[src/rtl/uart_tx_pkg.sv]
package uart_tx_pkg;

  typedef enum logic [1:0] {
    PAR_NONE = 2'b00,
    PAR_ZERO = 2'b01,
    PAR_ODD  = 2'b10,
    PAR_EVEN = 2'b11
  } par_mode_e;

  typedef struct packed {
    par_mode_e par;
    logic      len8;
    logic      stop2;
  } tx_cfg_t;

  localparam tx_cfg_t CFG_RESET = '{par: PAR_NONE, len8: 1'b1, stop2: 1'b0};

endpackage

[src/rtl/uart_tx_sync.sv]
module uart_tx_sync #(
  parameter int WIDTH  = 2,
  parameter int STAGES = 2
) (
  input  logic             clk,
  input  logic             rst,
  input  logic [WIDTH-1:0] d,
  output logic [WIDTH-1:0] q_first,
  output logic [WIDTH-1:0] q_last
);

  logic [WIDTH-1:0] chain [STAGES];

  always_ff @(posedge clk) begin
    if (rst) chain[0] <= '0;
    else     chain[0] <= d;
  end

  genvar s;
  generate
    for (s = 1; s < STAGES; s++) begin : g_stage
      always_ff @(posedge clk) begin
        if (rst) chain[s] <= '0;
        else     chain[s] <= chain[s-1];
      end
    end
  endgenerate

  assign q_first = chain[0];
  assign q_last  = chain[STAGES-1];

endmodule

[src/rtl/uart_tx_cfg.sv]
module uart_tx_cfg
  import uart_tx_pkg::*;
(
  input  logic      clk,
  input  logic      rst,
  input  logic      open_win,
  input  logic [1:0] par_in,
  input  logic      len8_in,
  input  logic      stop2_in,
  output tx_cfg_t   cfg
);

  always_ff @(posedge clk) begin
    if (rst) begin
      cfg <= CFG_RESET;
    end else if (open_win) begin
      cfg.par   <= par_mode_e'(par_in);
      cfg.len8  <= len8_in;
      cfg.stop2 <= stop2_in;
    end
  end

endmodule

[src/rtl/uart_tx_framer.sv]
module uart_tx_framer
  import uart_tx_pkg::*;
#(
  parameter int DATA_W  = 8,
  parameter int FRAME_W = DATA_W + 4,
  parameter int CNT_W   = $clog2(FRAME_W + 1)
) (
  input  tx_cfg_t             cfg,
  input  logic [DATA_W-1:0]   data,
  output logic [FRAME_W-1:0]  bits,
  output logic [CNT_W-1:0]    nbits
);

  logic [DATA_W-1:0] used;
  logic              par_bit;
  logic              has_par;
  int                nd;

  always_comb begin
    nd   = cfg.len8 ? DATA_W : DATA_W - 1;
    used = data;
    if (!cfg.len8) used[DATA_W-1] = 1'b0;
    has_par = (cfg.par != PAR_NONE);
    unique case (cfg.par)
      PAR_ODD:  par_bit = ~(^used);
      PAR_EVEN: par_bit = ^used;
      default:  par_bit = 1'b0;
    endcase

    bits    = '1;
    bits[0] = 1'b0;
    for (int i = 0; i < DATA_W; i++) begin
      if (i < nd) bits[i+1] = used[i];
    end
    if (has_par) bits[nd+1] = par_bit;

    nbits = CNT_W'(1 + nd + (has_par ? 1 : 0) + (cfg.stop2 ? 2 : 1));
  end

endmodule

[src/rtl/uart_tx_shifter.sv]
module uart_tx_shifter #(
  parameter int FRAME_W = 12,
  parameter int CNT_W   = $clog2(FRAME_W + 1)
) (
  input  logic               clk,
  input  logic               rst,
  input  logic               clear,
  input  logic               advance_ok,
  input  logic               baud_tick,
  input  logic               load,
  input  logic [FRAME_W-1:0] frame_bits,
  input  logic [CNT_W-1:0]   frame_len,
  output logic               txd,
  output logic               busy,
  output logic               done
);

  logic [FRAME_W-1:0] sh_q;
  logic [CNT_W-1:0]   left_q;

  always_ff @(posedge clk) begin
    if (rst || clear) begin
      sh_q   <= '1;
      left_q <= '0;
      busy   <= 1'b0;
      txd    <= 1'b1;
      done   <= 1'b0;
    end else begin
      done <= 1'b0;
      if (load) begin
        sh_q   <= frame_bits;
        left_q <= frame_len;
        busy   <= 1'b1;
      end else if (busy && advance_ok && baud_tick) begin
        if (left_q != '0) begin
          txd    <= sh_q[0];
          sh_q   <= {1'b1, sh_q[FRAME_W-1:1]};
          left_q <= left_q - 1'b1;
        end else begin
          busy <= 1'b0;
          done <= 1'b1;
          txd  <= 1'b1;
        end
      end
    end
  end

endmodule

[src/rtl/uart_tx_core.sv]
module uart_tx_core
  import uart_tx_pkg::*;
#(
  parameter int DATA_W      = 8,
  parameter int SYNC_STAGES = 2
) (
  input  logic              clk,
  input  logic              rst,
  input  logic              baud_tick,
  input  logic              pwr_en,
  input  logic              tx_en,
  input  logic [1:0]        par_sel,
  input  logic              len8,
  input  logic              stop2,
  input  logic              wr_stb,
  input  logic [DATA_W-1:0] wr_data,
  output logic              txd,
  output logic              busy,
  output logic              tx_done
);

  localparam int FRAME_W = DATA_W + 4;
  localparam int CNT_W   = $clog2(FRAME_W + 1);

  logic [1:0]         en_first;
  logic [1:0]         en_last;
  logic               run_raw;
  logic               run_first;
  logic               run_sync;
  logic               clear;
  logic               load;
  tx_cfg_t            cfg_q;
  logic [FRAME_W-1:0] frame_bits;
  logic [CNT_W-1:0]   frame_len;

  uart_tx_sync #(.WIDTH(2), .STAGES(SYNC_STAGES)) u_sync (
    .clk     (clk),
    .rst     (rst),
    .d       ({pwr_en, tx_en}),
    .q_first (en_first),
    .q_last  (en_last)
  );

  assign run_raw   = pwr_en & tx_en;
  assign run_first = en_first[1] & en_first[0];
  assign run_sync  = en_last[1] & en_last[0];
  assign clear     = ~run_raw & ~run_first;
  assign load      = wr_stb & run_raw & ~busy;

  uart_tx_cfg u_cfg (
    .clk      (clk),
    .rst      (rst),
    .open_win (~tx_en),
    .par_in   (par_sel),
    .len8_in  (len8),
    .stop2_in (stop2),
    .cfg      (cfg_q)
  );

  uart_tx_framer #(.DATA_W(DATA_W), .FRAME_W(FRAME_W), .CNT_W(CNT_W)) u_framer (
    .cfg   (cfg_q),
    .data  (wr_data),
    .bits  (frame_bits),
    .nbits (frame_len)
  );

  uart_tx_shifter #(.FRAME_W(FRAME_W), .CNT_W(CNT_W)) u_shift (
    .clk        (clk),
    .rst        (rst),
    .clear      (clear),
    .advance_ok (run_sync),
    .baud_tick  (baud_tick),
    .load       (load),
    .frame_bits (frame_bits),
    .frame_len  (frame_len),
    .txd        (txd),
    .busy       (busy),
    .done       (tx_done)
  );

endmodule

[config.mk]
export PLATFORM = sky130hd
export DESIGN_NAME = uart_tx_core
export DESIGN_NICKNAME = d
export VERILOG_FILES = /design/src/rtl/uart_tx_pkg.sv /design/src/rtl/uart_tx_sync.sv /design/src/rtl/uart_tx_cfg.sv /design/src/rtl/uart_tx_framer.sv /design/src/rtl/uart_tx_shifter.sv /design/src/rtl/uart_tx_core.sv
export SDC_FILE = /design/constraint.sdc
export NUM_CORES = 1
export LEC_CHECK = 0
export CORE_UTILIZATION = 57
export CTS_BUF_LIST = sky130_fd_sc_hd__clkbuf_2
export DETAILED_ROUTE_END_ITERATION = 8
export PLACE_DENSITY = 0.93
export SLEW_MARGIN = 10
export SYNTH_ARGS = -nofsm -noshare
export SYNTH_HDL_FRONTEND = slang
export SYNTH_SLANG_ARGS = --single-unit
[constraint.sdc]
create_clock -name clk -period 2.65 [get_ports clk]
set_input_delay 0.53 -clock clk [delete_from_list [all_inputs] [get_ports clk]]
set_output_delay 0.53 -clock clk [all_outputs]
set_load 0.02 [all_outputs]
==> impl_metrics.py, run 1 <==
metrics = {
    "logic_synthesis": {
        "synth_edf_count": 0,
        "synth-simple-area-share_pct": 28.1,
        "yosysSeqAreaShare_pct": 42.0,
        "synthAdderAreaFrac_pct": 3.78,
        "synth_top_area_share_pct": 42.0,
        "async_flop_share_pct": 0,
        "syn_area_per_cell_um2": 8.40,
        "synth_compound_area_share_pct": 12.4,
        "synthMuxAreaShare_pct": 3.36,
        "synth_ff_type": "dfxtp_1",
        "synth.distinct_cells": 35,
        "syn_inst": 142,
        "synth.most_common_cell": "dfxtp_1",
        "synth_area_um2": 1190,
        "syn-num-nets": 163,
        "yosysTopAreaCell": "dfxtp_1",
        "synth-xor-area-share_pct": 7.03,
        "synth_top_family_by_area": "simple AND/OR/NAND/NOR gates",
        "ys_top_cells_by_count": "dfxtp_1 (25), nand2_1 (23), nor2_1 (15)",
        "yosys_warnings": 0,
        "synth_area_leaders": "dfxtp_1 (42%), nand2_1 (7.2%), nor2_1 (4.7%), xnor2_1 (4.4%), o21ai_0 (4.2%)",
        "ys_seq_elements": 25,
    },
    "drt": {
        "drc": 0,
        "antenna_left": 0,
        "wirelength_um": 2450,
        "viasPerCell": 5.62,
        "vias": 1068,
        "firstDrtPassIters": 4,
        "drt_iter0_drc": 16,
        "wl_per_cell_um": 12.9,
    },
    "layout": {
        "diodes": 0,
        "nets": 185,
        "layout-drive-gt1-share_pct": 6.75,
        "final_core_util_pct": 73.8,
        "syn_to_final_growth_pct": 21.4,
    },
    "clock_network": {
        "cts_buffers": 3,
        "cts.path.max_buffers": 2,
        "post_cts_buffers": 0,
        "cts_hold_buf": 0,
        "worstSkewPairLatency_ps": 350,
        "clkTransAtPathRegs_ps": 230,
        "clock-sinks": 25,
        "htreeDepth": 1,
        "clock_tree.root_cell": "clkbuf_2",
        "tritoncts": "yes",
        "ctsResizeCount": 0,
    },
    "hold_path": {
        "hp-class": "flip-flop to flip-flop",
    },
    "floorplan": {
        "boundaryPins": 21,
        "start_util_pct": 60.8,
        "die_y_um": 47.7,
        "rows": 16,
        "die_x_um": 47.7,
        "core_um2": 1960,
        "die_area_um2": 2280,
    },
    "critical_path": {
        "worstSetupEndpointType": "flip-flop",
        "crit_arrival_ps": 2380,
        "critPathLaunchType": "input port",
        "crit_buf_inv": 1,
        "cp_slowest_stage_delay_ps": 490,
        "crit_fanout": 4,
        "critical-path-top-delay-family": "XOR/XNOR gates",
        "crit_type": "input port to flip-flop",
        "cp_data_required_time_ps": 2970,
        "cpMaxStageDelayCell": "clkdlybuf4s50_1",
        "cp_cell_sequence": "clkdlybuf4s50_1, xor2_1, xnor2_1, xnor3_1, a2111oi_0, or3_1",
    },
    "global_route": {
        "antenna_found_initial": 0,
        "grt_overflow": 0,
        "track_usage_pct": 23.2,
        "grt_start_max_net_pins": 18,
        "grt_pass1_vias": 912,
        "grt_pass1_wl_um": 3740,
    },
    "sta": {
        "relSlewSlack_pct": 67.7,
        "setup_tns_ps": 0,
        "tightest_slew_ps": 484,
        "rsz0062_at_grt": "no",
        "finalCritPeriodShare_pct": 77.7,
        "period_minus_slack_ps": 2060,
        "fmax_ghz": 0.485,
        "setup_violations": 0,
        "hold_viol": 0,
        "clock_skew_ps": 1.55,
        "hold_slack_ps": 489,
        "slew_violations": 0,
    },
    "status": {
        "status": "completed",
    },
    "placed_design": {
        "dp_hpwl_um": 1870,
        "gp_congestion": 0.843,
        "port_buffers": 20,
    },
    "flow_run": {
        "drv_cap": 0,
    },
    "power": {
        "power.density_nw_per_um2": 447,
        "peakVddDrop_mv": 0.283,
        "leakagePower_nw": 0.600,
    },
}
==> registers in the layout (all words and copies together) (netlist names) <==
signal / flops
u_cfg.cfg: 4
u_shift.busy: 1
u_shift.done: 1
u_shift.left_q: 4
u_shift.sh_q: 10
u_shift.txd: 1
u_sync.chain: 4
==> routing by layer <==
layer  global-route usage [%]  wire, um  vias up
li1                         -         -      535
met1                     29.0      1120      507
met2                     40.3      1240       22
met3                     4.53        74        4
met4                     7.22        25        0
met5                        0         0        -
==> area by class of cell <==
class	count	area, um^2
multi-input combinational	107	652
fill	153	514
timing repair buffer	24	230
inverter	3	11.3
sequential	25	500
clock buffer	3	15.0
tap	27	33.8
clock inverter	1	5.00
==> layout by cell type (no fill, tap or decap), types with 2 or more instances in the layout <==
cell type	n
dfxtp_1	25
nor3_1	3
xnor2_1	6
a21oi_1	6
clkdlybuf4s50_1	20
nand4_1	2
inv_1	3
nand2_1	23
mux2i_1	4
and4_1	2
nor2_1	15
nor2b_1	5
buf_4	4
o21ai_0	10
a211oi_1	3
and3_1	6
ha_1	2
nor3b_1	3
clkbuf_2	3
==> per-stage QoR <==
stage | setup slack [ps] | power, mW | area, um^2 | std cells
2_1_floorplan | 834 | 0.460 | 1190 | 142
3_3_place_gp | 296 | 0.501 | 1430 | 186
3_5_place_dp | 212 | 0.504 | 1430 | 186
4_1_cts | 565 | 0.645 | 1450 | 190
5_1_grt | 541 | 0.669 | 1450 | 190
6_report | 590 | 0.647 | 1450 | 190
==> cell families (layout without fill, tap and decap cells) <==
group / count (synthesis) / after routing
XOR/XNOR: 8 / 8
adder cells (fa/ha/maj): 3 / 3
flip-flops: 25 / 25
multiplexers: 4 / 4
AND/OR/NAND/NOR: 67 / 67
AO/OA/AOI/OAI: 25 / 25
buffers and inverters: 10 / 31
==> where the power goes <==
group	leakage [nW]	internal, mW	switching [mW]
clock	0.0164	0.0342	0.115
combinational	0.380	0.0576	0.0467
sequential	0.204	0.386	0.00840
==> final timing paths <==
path	startpoint	endpoint	slack, ps	cells after the start
worst max-delay path	wr_data[1]	u_shift.sh_q[8]	590	6
worst min-delay path	u_sync.chain[0][1]	u_sync.chain[1][1]	490	1
worst max register to register	u_shift.left_q[0]	u_shift.sh_q[8]	740	7
worst min register to register	u_sync.chain[0][1]	u_sync.chain[1][1]	490	1
(Power assumes the default switching activity.)
==> run 2: changes to the inputs <==
--- a/config.mk
+++ b/config.mk
@@ -5,10 +5,10 @@
 export SDC_FILE = /design/constraint.sdc
 export NUM_CORES = 1
 export LEC_CHECK = 0
-export CORE_UTILIZATION = 57
+export CORE_UTILIZATION = 53
 export CTS_BUF_LIST = sky130_fd_sc_hd__clkbuf_2
 export DETAILED_ROUTE_END_ITERATION = 8
-export PLACE_DENSITY = 0.93
+export PLACE_DENSITY = 0.88
 export SLEW_MARGIN = 10
 export SYNTH_ARGS = -nofsm -noshare
 export SYNTH_HDL_FRONTEND = slang
==> constraint.sdc (replaced) <==
create_clock -name clk -period 1.93 [get_ports clk]
set_input_delay 0.386 -clock clk [delete_from_list [all_inputs] [get_ports clk]]
set_output_delay 0.386 -clock clk [all_outputs]
set_load 0.02 [all_outputs]
==> impl_metrics.py, run 2 (synthesized netlist as in run 1, its figures left out) <==
metrics = {
    "status": {
        "status": "completed",
    },
    "flow_run": {
        "drv_cap": 0,
    },
    "floorplan": {
        "die_area_um2": 2440,
        "rows": 16,
        "die_x_um": 49.4,
        "boundaryPins": 21,
        "start_util_pct": 58.4,
        "core_um2": 2040,
        "die_y_um": 49.4,
    },
    "sta": {
        "clock_skew_ps": 16.4,
        "finalCritPeriodShare_pct": 99.1,
        "relSlewSlack_pct": 80.7,
        "fmax_ghz": 0.523,
        "setup_violations": 0,
        "period_minus_slack_ps": 1910,
        "setup_tns_ps": 0,
        "hold_viol": 0,
        "slew_violations": 0,
        "tightest_slew_ps": 289,
    },
    "layout": {
        "regMostFlops": "u_shift.sh_q",
        "diodes": 0,
        "final_common_cell": "dfxtp_1",
        "syn_to_final_growth_pct": 33.8,
        "nets": 198,
        "final_core_util_pct": 78.1,
        "final_area_um2": 1600,
        "largest_reg_flops": 10,
        "final_cell_mix": "dfxtp_1 (24), nand2_1 (23), clkdlybuf4s50_1 (19), buf_4 (17), nor2_1 (15)",
        "layout-drive-gt1-share_pct": 18.8,
    },
    "global_route": {
        "antenna_found_initial": 0,
        "grt_overflow": 0,
        "grt_pass1_vias": 1090,
        "track_usage_pct": 24.1,
        "grt_start_max_net_pins": 14,
        "grt_pass1_wl_um": 4520,
    },
    "hold_path": {
        "hp-class": "flip-flop to flip-flop",
    },
    "power": {
        "power.density_nw_per_um2": 584,
        "leakagePower_nw": 0.696,
        "total_power_mw": 0.932,
        "peakVddDrop_mv": 0.420,
    },
    "placed_design": {
        "port_buffers": 20,
        "gp_congestion": 0.898,
        "dpl-instance-area_um2": 1530,
        "dp_hpwl_um": 2110,
    },
    "critical_path": {
        "cpMaxStageDelayCell": "dfxtp_1",
        "cp_slowest_stage_delay_ps": 430,
        "cp_data_required_time_ps": 2210,
        "worstSetupEndpointType": "flip-flop",
        "crit_arrival_ps": 2190,
        "crit_type": "flip-flop to flip-flop",
        "crit_fanout": 4,
        "crit_buf_inv": 1,
        "r2r_slack_ps": 20,
        "critPathLaunchType": "flip-flop",
        "critical-path-top-delay-family": "simple AND/OR/NAND/NOR gates",
        "cp_cell_sequence": "inv_1, ha_1, nor3b_2, nand2b_1, a211oi_2, o21ai_0, or3_1",
    },
    "drt": {
        "antenna_left": 0,
        "wirelength_um": 2980,
        "wl_per_cell_um": 14.7,
        "vias": 1147,
        "drc": 0,
        "viasPerCell": 5.65,
        "firstDrtPassIters": 4,
        "drt_iter0_drc": 25,
    },
    "clock_network": {
        "cts_buffers": 3,
        "clkTransAtPathRegs_ps": 240,
        "post_cts_buffers": 0,
        "tritoncts": "yes",
        "worstSkewPairLatency_ps": 360,
        "htreeDepth": 1,
        "ctsResizeCount": 0,
        "cts.path.max_buffers": 2,
        "clock_tree.root_cell": "clkbuf_2",
        "clock-sinks": 25,
        "cts_hold_buf": 0,
    },
}
-- run 2: cell count changes in the layout (fill, tap and decap cells not counted), sizes merged --
cell	before	now
buf	4	17
clkinv	1	0
dlymetal6s2s	0	1
clkbuf	3	4
clkdlybuf4s50	20	19
-- run 2: final timing paths --
kind / endpoint / cells after the start / start
worst max register to register: u_shift.sh_q[8] / 7 / u_shift.left_q[1]
worst min register to register: u_sync.chain[1][0] / 1 / u_sync.chain[0][0]
worst max-delay path: u_shift.sh_q[8] / 7 / u_shift.left_q[1]
worst min-delay path: u_sync.chain[1][0] / 1 / u_sync.chain[0][0]
-- run 2: stage by stage --
stage,std cells,hold slack (ps),setup slack [ps]
after detailed placement,199,453,-369
after global placement,199,447,-284
after global routing,203,496,-38.7
final,203,480,16.6
after floorplan,142,438,222
after CTS,203,481,25.4
-- run 2: final cells by class --
class	instances	area, um^2
Timing Repair Buffer	37	330
Multi-Input combinational cell	107	698
Inverter	3	11.3
Sequential cell	25	502
Clock buffer	4	20.0
Tap cell	27	33.8
Fill cell	142	447
-- run 2: where the power goes --
part           switching [mW]  total, mW  leakage (nW)  internal, mW
sequential             0.0102      0.540         0.204         0.529
combinational          0.0787      0.179         0.475         0.100
clock                   0.159      0.213        0.0166        0.0547
-- run 2: metal layers --
layer	wire length, um	vias up	global-route usage, %
met1	1220	550	27.4
met3	118	10	4.05
met5	0	-	0
met4	59	0	9.05
met2	1580	31	44.3
li1	-	556	-
-- run 2: worst reg2reg max path: cells and delay by family (launching register included) --
kind,cells,cell delay [ps]
buf+inv,1,60
simple gates,3,760
fa+ha+maj,1,180
compound gates,2,400
flops,1,430
